### src/rtl/sarx_pkg.sv
`timescale 1ns/1ps
package sarx_pkg;

    // Which half-word the receiver is currently collecting.
    typedef enum logic [1:0] {
        ST_ALIGN = 2'b00,
        ST_LEFT  = 2'b01,
        ST_RIGHT = 2'b10
    } rx_state_t;

    // Encodings of the word-length select.
    typedef enum logic [1:0] {
        WL_32 = 2'b00,
        WL_16 = 2'b01,
        WL_24 = 2'b10,
        WL_20 = 2'b11
    } wlen_t;

    localparam int unsigned NUM_WLEN = 4;

    // Number of significant bits carried by each word-length code.
    function automatic int unsigned wlen_bits(input int unsigned code);
        case (code)
            0:       return 32;
            1:       return 16;
            2:       return 24;
            default: return 20;
        endcase
    endfunction

endpackage

### src/rtl/sarx_sync.sv
`timescale 1ns/1ps
// Multi-stage synchroniser, one chain per input bit.
module sarx_sync #(
    parameter int unsigned WIDTH  = 3,
    parameter int unsigned STAGES = 2
) (
    input  logic             clk,
    input  logic             rst_n,
    input  logic [WIDTH-1:0] async_i,
    output logic [WIDTH-1:0] sync_o
);

    generate
        for (genvar b = 0; b < WIDTH; b++) begin : g_bit
            logic [STAGES-1:0] chain;

            always_ff @(posedge clk or negedge rst_n) begin
                if (!rst_n) begin
                    chain <= '0;
                end else begin
                    chain <= {chain[STAGES-2:0], async_i[b]};
                end
            end

            assign sync_o[b] = chain[STAGES-1];
        end
    endgenerate

endmodule

### src/rtl/sarx_shift.sv
`timescale 1ns/1ps
// Serial-to-parallel register. The newest bit enters at position 0, so the
// word's LSB sits at bit 0 when its half ends.
module sarx_shift #(
    parameter int unsigned SHIFT_W = 32
) (
    input  logic               clk,
    input  logic               rst_n,
    input  logic               shift_en,
    input  logic               bit_i,
    output logic [SHIFT_W-1:0] word_o
);

    always_ff @(posedge clk or negedge rst_n) begin
        if (!rst_n) begin
            word_o <= '0;
        end else if (shift_en) begin
            word_o <= {word_o[SHIFT_W-2:0], bit_i};
        end
    end

    // a shift moves the old contents up by one and takes in the sampled bit.
    p_shift_in_r2: assert property (@(posedge clk) disable iff (!rst_n)
        shift_en |=> (word_o[0] == $past(bit_i)) &&
                     (word_o[SHIFT_W-1:1] == $past(word_o[SHIFT_W-2:0])));

    // with no falling bit-clock edge the register holds.
    p_shift_hold_r2: assert property (@(posedge clk) disable iff (!rst_n)
        !shift_en |=> $stable(word_o));

endmodule

### src/rtl/sarx_norm.sv
`timescale 1ns/1ps
// Maps a right-justified word of the selected length onto OUT_W bits:
// longer words are truncated at the bottom, shorter ones are zero-filled.
module sarx_norm
    import sarx_pkg::*;
#(
    parameter int unsigned SHIFT_W = 32,
    parameter int unsigned OUT_W   = 24
) (
    input  logic [SHIFT_W-1:0] word_i,
    input  logic [1:0]         wlen_i,
    output logic [OUT_W-1:0]   sample_o
);

    logic [OUT_W-1:0] cand [NUM_WLEN];

    generate
        for (genvar k = 0; k < NUM_WLEN; k++) begin : g_len
            localparam int unsigned LBITS = wlen_bits(k);
            if (LBITS >= OUT_W) begin : g_trunc
                assign cand[k] = word_i[LBITS-1 -: OUT_W];
            end else begin : g_pad
                assign cand[k] = {word_i[LBITS-1:0], {(OUT_W-LBITS){1'b0}}};
            end
        end
    endgenerate

    always_comb begin
        sample_o = cand[wlen_i];
    end

endmodule

### src/rtl/sarx_fsm.sv
`timescale 1ns/1ps
// Channel-tracking controller and output registers.
module sarx_fsm
    import sarx_pkg::*;
#(
    parameter int unsigned OUT_W = 24
) (
    input  logic             clk,
    input  logic             rst_n,
    input  logic             wc_edge_i,
    input  logic             wc_level_i,
    input  logic             left_is_high_i,
    input  logic [OUT_W-1:0] sample_i,
    output logic [OUT_W-1:0] left_sample_o,
    output logic             left_valid_o,
    output logic [OUT_W-1:0] right_sample_o,
    output logic             right_valid_o,
    output logic             frame_valid_o
);

    rx_state_t state_q, state_d;
    logic      new_is_left;

    assign new_is_left = (wc_level_i == left_is_high_i);

    // Next state. T_ALIGN_DONE, T_LEFT_END and T_RIGHT_END all go to the
    // channel that the new word-clock level decodes to.
    always_comb begin
        state_d = state_q;
        if (wc_edge_i) begin
            unique case (state_q)
                ST_ALIGN: state_d = new_is_left ? ST_LEFT : ST_RIGHT;
                ST_LEFT:  state_d = new_is_left ? ST_LEFT : ST_RIGHT;
                ST_RIGHT: state_d = new_is_left ? ST_LEFT : ST_RIGHT;
                default:  state_d = ST_ALIGN;
            endcase
        end
    end

    // State register.
    always_ff @(posedge clk or negedge rst_n) begin
        if (!rst_n) begin
            state_q <= ST_ALIGN;
        end else begin
            state_q <= state_d;
        end
    end

    // Outputs: store the channel whose half just ended.
    always_ff @(posedge clk or negedge rst_n) begin
        if (!rst_n) begin
            left_sample_o  <= '0;
            right_sample_o <= '0;
            left_valid_o   <= 1'b0;
            right_valid_o  <= 1'b0;
            frame_valid_o  <= 1'b0;
        end else begin
            left_valid_o  <= 1'b0;
            right_valid_o <= 1'b0;
            frame_valid_o <= 1'b0;
            if (wc_edge_i) begin
                unique case (state_q)
                    ST_LEFT: begin
                        left_sample_o <= sample_i;
                        left_valid_o  <= 1'b1;
                    end
                    ST_RIGHT: begin
                        right_sample_o <= sample_i;
                        right_valid_o  <= 1'b1;
                        frame_valid_o  <= 1'b1;
                    end
                    default: begin
                    end
                endcase
            end
        end
    end

    p_strobe_excl_r8: assert property (@(posedge clk) disable iff (!rst_n)
        $onehot0({left_valid_o, right_valid_o}));

    p_left_single_r8: assert property (@(posedge clk) disable iff (!rst_n)
        left_valid_o |=> !left_valid_o);

    p_right_single_r8: assert property (@(posedge clk) disable iff (!rst_n)
        right_valid_o |=> !right_valid_o);

    p_left_hold_r8: assert property (@(posedge clk) disable iff (!rst_n)
        !left_valid_o |-> $stable(left_sample_o));

    p_right_hold_r8: assert property (@(posedge clk) disable iff (!rst_n)
        !right_valid_o |-> $stable(right_sample_o));

    p_frame_right_r9: assert property (@(posedge clk) disable iff (!rst_n)
        frame_valid_o == right_valid_o);

    p_align_quiet_r10: assert property (@(posedge clk) disable iff (!rst_n)
        (state_q == ST_ALIGN) |=> !left_valid_o && !right_valid_o);

endmodule

### src/rtl/serial_audio_rx.sv
`timescale 1ns/1ps
module serial_audio_rx
    import sarx_pkg::*;
#(
    parameter int unsigned SHIFT_W     = 32,
    parameter int unsigned OUT_W       = 24,
    parameter int unsigned SYNC_STAGES = 2
) (
    input  logic             clk,
    input  logic             rst_n,
    input  logic             bclk_i,
    input  logic             sdata_i,
    input  logic             wclk_i,
    input  logic             left_is_high_i,
    input  logic [1:0]       word_len_i,
    output logic [OUT_W-1:0] left_sample_o,
    output logic             left_valid_o,
    output logic [OUT_W-1:0] right_sample_o,
    output logic             right_valid_o,
    output logic             frame_valid_o
);

    localparam int unsigned SYNC_W = 3;
    localparam int unsigned IDX_BCLK = 0;
    localparam int unsigned IDX_DATA = 1;
    localparam int unsigned IDX_WCLK = 2;

    logic [SYNC_W-1:0]  raw_in, synced;
    logic               bclk_d, wclk_d;
    logic               bclk_fall, wc_edge;
    logic [SHIFT_W-1:0] shreg;
    logic [OUT_W-1:0]   norm_sample;

    assign raw_in = {wclk_i, sdata_i, bclk_i};

    sarx_sync #(.WIDTH(SYNC_W), .STAGES(SYNC_STAGES)) u_sync (
        .clk     (clk),
        .rst_n   (rst_n),
        .async_i (raw_in),
        .sync_o  (synced)
    );

    always_ff @(posedge clk or negedge rst_n) begin
        if (!rst_n) begin
            bclk_d <= 1'b0;
            wclk_d <= 1'b0;
        end else begin
            bclk_d <= synced[IDX_BCLK];
            wclk_d <= synced[IDX_WCLK];
        end
    end

    assign bclk_fall = bclk_d & ~synced[IDX_BCLK];
    assign wc_edge   = wclk_d ^ synced[IDX_WCLK];

    sarx_shift #(.SHIFT_W(SHIFT_W)) u_shift (
        .clk      (clk),
        .rst_n    (rst_n),
        .shift_en (bclk_fall),
        .bit_i    (synced[IDX_DATA]),
        .word_o   (shreg)
    );

    sarx_norm #(.SHIFT_W(SHIFT_W), .OUT_W(OUT_W)) u_norm (
        .word_i   (shreg),
        .wlen_i   (word_len_i),
        .sample_o (norm_sample)
    );

    sarx_fsm #(.OUT_W(OUT_W)) u_fsm (
        .clk            (clk),
        .rst_n          (rst_n),
        .wc_edge_i      (wc_edge),
        .wc_level_i     (synced[IDX_WCLK]),
        .left_is_high_i (left_is_high_i),
        .sample_i       (norm_sample),
        .left_sample_o  (left_sample_o),
        .left_valid_o   (left_valid_o),
        .right_sample_o (right_sample_o),
        .right_valid_o  (right_valid_o),
        .frame_valid_o  (frame_valid_o)
    );

    // a sample is stored only in the cycle after a word-clock transition.
    p_store_on_edge_r3: assert property (@(posedge clk) disable iff (!rst_n)
        (left_valid_o || right_valid_o) |-> $past(wc_edge));

    // sixteen-bit words leave the low byte of the output clear.
    p_pad16_r7: assert property (@(posedge clk) disable iff (!rst_n)
        (left_valid_o && $past(word_len_i) == WL_16) |-> (left_sample_o[7:0] == '0));

    // twenty-bit words leave the low nibble of the output clear.
    p_pad20_r6: assert property (@(posedge clk) disable iff (!rst_n)
        (right_valid_o && $past(word_len_i) == WL_20) |-> (right_sample_o[3:0] == '0));

endmodule

### config.mk
export PLATFORM = sky130hd
export DESIGN_NAME = serial_audio_rx
export DESIGN_NICKNAME = d
export VERILOG_FILES = /design/src/rtl/sarx_pkg.sv /design/src/rtl/sarx_sync.sv /design/src/rtl/sarx_shift.sv /design/src/rtl/sarx_norm.sv /design/src/rtl/sarx_fsm.sv /design/src/rtl/serial_audio_rx.sv
export SDC_FILE = /design/constraint.sdc
export NUM_CORES = 1
export LEC_CHECK = 0
export ABC_AREA = 0
export BUFFER_PORTS_ARGS = -buffer_cell sky130_fd_sc_hd__buf_2
export CORE_MARGIN = 5
export CORE_UTILIZATION = 55
export CTS_CLUSTER_SIZE = 25
export DETAILED_ROUTE_END_ITERATION = 10
export GPL_ROUTABILITY_DRIVEN = 0
export PLACE_DENSITY_LB_ADDON = 0.05
export SLEW_MARGIN = 15
export SYNTH_ARGS = -nofsm -noshare
export SYNTH_HDL_FRONTEND = slang
export SYNTH_HIERARCHICAL = 1
export SYNTH_SLANG_ARGS = --single-unit
export TNS_END_PERCENT = 5
### constraint.sdc
create_clock -name clk -period 3.4 [get_ports clk]
set_clock_uncertainty 0.1 [all_clocks]
set_input_delay 0.17 -clock clk [delete_from_list [all_inputs] [get_ports clk]]
set_output_delay 0.17 -clock clk [all_outputs]
set_load 0.01 [all_outputs]
### After elaboration in Yosys (flattened, before gate mapping)

Cells that the tools add are included.

* bits in registers: 92
* word-level logic and storage cells: 32

* $lt $le $gt $ge: 1
* equality and inequality tests: 3
* mux-type cells: 9
* bitwise operators: 4
* reductions and logical operators: 4

Operator list (number)
* $bmux W24 S2: 1
* $mux W24: 2
* $mux W1: 4
* $mux W2: 2
* $reduce_and A2 Y1: 2
* $ge A3 B3 Y1 const B: 1
* $not A2 Y3: 1
* $reduce_or A3 Y1: 1
* $eq A2 B1 Y1 const B: 1
* $eq A2 B2 Y1 const B: 1
* $logic_not A2 Y1: 1
* $and A1 B1 Y1: 1
* $eq A1 B1 Y1: 1
* $not A1 Y1: 1
* $xor A1 B1 Y1: 1

### Longest topological paths before layout

* depth after elaboration: 4
* mapped depth: 6
* gate-level depth less buffers: 3

### By module

Netlist, hierarchy kept.

Modules (own cells, without submodules)
* sarx_fsm: instances 1, cells each 116, area an instance 2132.0 um^2, seq. area each 1301.2 um^2
* sarx_shift: instances 1, cells each 68, area an instance 1345.0 um^2, seq. area each 800.8 um^2
* sarx_norm: instances 1, cells each 42, area an instance 583.1 um^2, seq. area each 0.0 um^2
* sarx_sync: instances 1, cells each 9, area an instance 172.7 um^2, seq. area each 150.1 um^2
* serial_audio_rx: instances 1, cells each 4, area an instance 65.1 um^2, seq. area each 50.0 um^2

### Least setup slack after synthesis

No wires, ideal clock.

* kind: register -> register
* start: reg u_sync.g_bit[2].chain[1]
* end: reg u_fsm.right_sample_o[10]
* data arrival time: 1583 ps
* data required time: 3175 ps
* slack: 1592 ps
* stages on the path, launching flop included: 6
* path buffers: 2
* path through: dfrtp_1 -> buf_4 -> xor2_1 -> nand3b_4 -> buf_6 -> mux2_4

* cells in the longest elaborated chain, start to end: 2

RTL lines
* from (decl): line sarx_sync.sv:15 `logic [STAGES-1:0] chain;`
* from (signal assigned): line sarx_sync.sv:21 `chain <= {chain[STAGES-2:0], async_i[b]};`
* $xor A1 B1 Y1: line serial_audio_rx.sv:54 `assign wc_edge = wclk_d ^ synced[IDX_WCLK];`
* named net wc_edge: line serial_audio_rx.sv:30 `logic bclk_fall, wc_edge;`
* $reduce_and A2 Y1 (no source line)
* to (signal assigned): line sarx_fsm.sv:68 `right_sample_o <= sample_i;`
* to (decl): line sarx_fsm.sv:16 `output logic [OUT_W-1:0] right_sample_o,`

The timed path passes the listed nets, and every way through them passes these cells.
A chain may end at the register's enable or synchronous reset.

### Worst setup path in the final report

* start: reg u_sync.g_bit[2].chain[1]
* end: reg u_fsm.right_sample_o[17]

Same word-level chain as after synthesis.

==> metrics.md <==
| Metric | Value |
|---|---|
| Status | `finished, final reports clean` |
| Worst Setup Start Kind | `flop` |
| Sw frac | `0.300` |
| Minimum clock period | `2.12 ns` |
| First-pass GRT wire length | `13000 µm` |
| DP HPWL | `5330 µm` |
| EDFF count, synth | `0` |
| Clock Sinks | `92` |
| Sequential share of the synthesized area | `0.536` |
| Layout Cells excl Fill | `403` |
| Grt ovf | `0` |
| Sw power | `0.00101 W` |
| Sequential power share | `0.485` |
| Post_cts resized | `0` |
| Pwr/cell area | `705 nW/µm²` |
| # IOs | `59` |
| Longest Clk Path Bufs | `2` |
| Crit path max fanout | `25` |
| Final Cycle Share | `0.624` |
| # fillers | `615` |
| Vias per inst | `5.38` |
| Layout Nets | `305` |
| ANT cells | `0` |
| Synthesized cell area | `4300 µm²` |
| CP Class | `reg2reg` |
| Combinational power share | `0.303` |
| Max rail drop VDD | `0.000229 V` |
| Register area | `2300 µm²` |
| CTS buffer count | `9` |
| Initial antenna violation count | `0` |
| Max-cap violations | `0` |
| Yosys warns | `6` |
| Critical path arrival | `2.26 ns` |
| Netlist cell types | `20` |
| Die ar. | `9680 µm²` |
| Die X | `98.4 µm` |
| Leak | `2.56 nW` |
| HP Class | `in2reg` |
| H-tree Lvls | `3` |
| CP required | `3.53 ns` |
| Number of global-route vias before repair | `2331` |
| P_int | `0.00236 W` |
| Area growth from synthesis to layout | `11.2%` |
| Die Ht | `98.4 µm` |
| Largest net degree at the start of global routing | `36` |
| WL/cell | `19.0 µm` |
| Worst-Margin Slew | `0.651 ns` |
| Starting density of the core | `0.559` |
| Setup TNS | `0 ns` |
| Core Box Area | `7690 µm²` |
| Async set-reset flop share out of synthesis | `1.00` |
| Clock-pin slew on the worst setup and hold paths | `0.08 ns` |
| Placed insts | `384` |
| Via count | `2170` |
| Post-Synthesis Cells | `239` |
| Syn_area_per_cell | `18.0 µm²` |
| Clk pwr share | `0.213` |
| Top FF cell, synth | `dfrtp_1` |
| Final setup vio count | `0` |
| Seq cells post-synth | `92` |
| GRT Util Overall | `0.173` |
| Clock latency on the worst-skew pair | `0.35 ns` |
| Fin. Hold Viols | `0` |
| Antenna viol nets, final | `0` |
| Initial DRC Count | `69` |
| Slew Viols, Final | `0` |
| Max_slew headroom | `0.566` |
| RSZ-0062 raised after global routing | `no` |
| I/O Buffers | `58` |
| Crit. End Element | `flop` |
| Footprint of the multi-input gates | `1790 µm²` |
| Post-Syn Nets | `247` |
| Fraction of layout cells with a size suffix above 1 | `0.551` |
| Drt first pass iters | `4` |
| Cell Rows | `32` |
| CTS root buf | `clkbuf_8` |
| DRT Wirelength | `7640 µm` |
| Residual DRC | `0` |
| Fmax | `471 MHz` |
| CTS tree | `done` |
==> Yosys cell counts (all sizes together), types with 2 or more instances <==
cell type,count,area share
dfrtp,92,0.54
mux2,80,0.27
buf,18,0.047
mux4,16,0.092
mux2i,8,0.019
inv,4,0.0035
nand3,4,0.0047
nor2,4,0.0035
o21ai,4,0.0047
nand3b,2,0.0093
o22ai,2,0.0029
xor2,2,0.0041
==> power by group through the flow <==
stage / logic (W) / registers [W] / clock network (W)
after CTS: 0.00104 / 0.00164 / 0.000742
after detailed placement: 0.00104 / 0.00165 / 0
after floorplan: 0.000644 / 0.00168 / 0
final: 0.00102 / 0.00163 / 0.000716
after global placement: 0.00102 / 0.00165 / 0
after global routing: 0.00110 / 0.00168 / 0.000792
==> critical path, stage by stage (launching register included) <==
cell and delay, ns:
dfrtp_1 0.43, xor2_1 0.50, nand3b_4 0.52, mux2_4 0.45
==> layout by cell type (no fill, tap or decap), types with 2 or more instances in the layout <==
master / n
mux4_2: 7
buf_2: 57
mux2_4: 68
nand3_1: 4
o21ai_0: 4
nor2_1: 4
mux4_1: 9
dfrtp_1: 92
dlygate4sd3_1: 4
buf_4: 4
inv_1: 4
clkbuf_8: 10
mux2i_1: 8
o22ai_1: 2
clkinvlp_4: 2
xor2_1: 2
mux2_2: 12
nand3b_4: 2
==> kinds of logic after synthesis <==
group / synth area share
compound gates: 0.00990
xor+xnor: 0.00611
buf+inv: 0.0501
flops: 0.536
mux: 0.379
simple gates: 0.0189
==> path summary, 6_finish.rpt <==
kind	from	endpoint	slack [ns]	depth (start not counted)
worst max-delay path	u_sync/g_bit[2].chain[1]	u_fsm/right_sample_o[17]	1.28	3
worst min-delay path	left_is_high_i	u_fsm/state_q[1]	0.06	3
worst max register to register	u_sync/g_bit[2].chain[1]	u_fsm/right_sample_o[17]	1.28	3
worst min register to register	u_sync/g_bit[1].chain[0]	u_sync/g_bit[1].chain[1]	0.25	0
max in group asynchronous	rst_n	u_fsm/left_sample_o[13]	2.28	3
min in group asynchronous	rst_n	u_fsm/state_q[1]	0.15	2
==> per-stage QoR <==
step                      area, µm²  utilization  hold WS (ns)  worst slack [ns]  power (W)
after floorplan                4300            -        -0.226              1.59    0.00232
after global placement         4550        0.592       -0.0166              1.34    0.00266
after detailed placement       4550        0.592       -0.0147              1.25    0.00269
after CTS                      4780        0.622        0.0495              1.25    0.00342
after global routing           4780        0.622        0.0904              1.08    0.00357
final                          4780        0.622        0.0650              1.28    0.00337
==> sequential cells by signal, indices dropped and copies added (netlist names) <==
| signal | cells |
|---|---|
| bclk_d | 1 |
| u_fsm/frame_valid_o | 1 |
| u_fsm/left_sample_o | 24 |
| u_fsm/left_valid_o | 1 |
| u_fsm/right_sample_o | 24 |
| u_fsm/state_q | 2 |
| u_shift/word_o | 32 |
| u_sync/g_bit.chain | 6 |
| wclk_d | 1 |
==> cell type report <==
class,instances,share of cell area
Tap cell,102,0.0267
Sequential cell,92,0.482
Inverter,4,0.00314
Clock buffer,11,0.0296
Multi-Input combinational cell,125,0.374
Clock inverter,4,0.0105
Timing Repair Buffer,65,0.0743
==> metal layers <==
layer / vias to the layer above / share of wire / global-route usage
met2: 56 / 0.45 / 0.248
met4: 0 / 0.019 / 0.0609
met3: 10 / 0.050 / 0.0457
met5: - / 0 / 0
met1: 1119 / 0.48 / 0.255
li1: 985 / - / -
==> timing repair <==
action,CTS,global route
buffers inserted,0,0
hold endpoints to repair,27,0
hold buffers,4,0
Note: power is estimated with default switching activity, not from simulation.
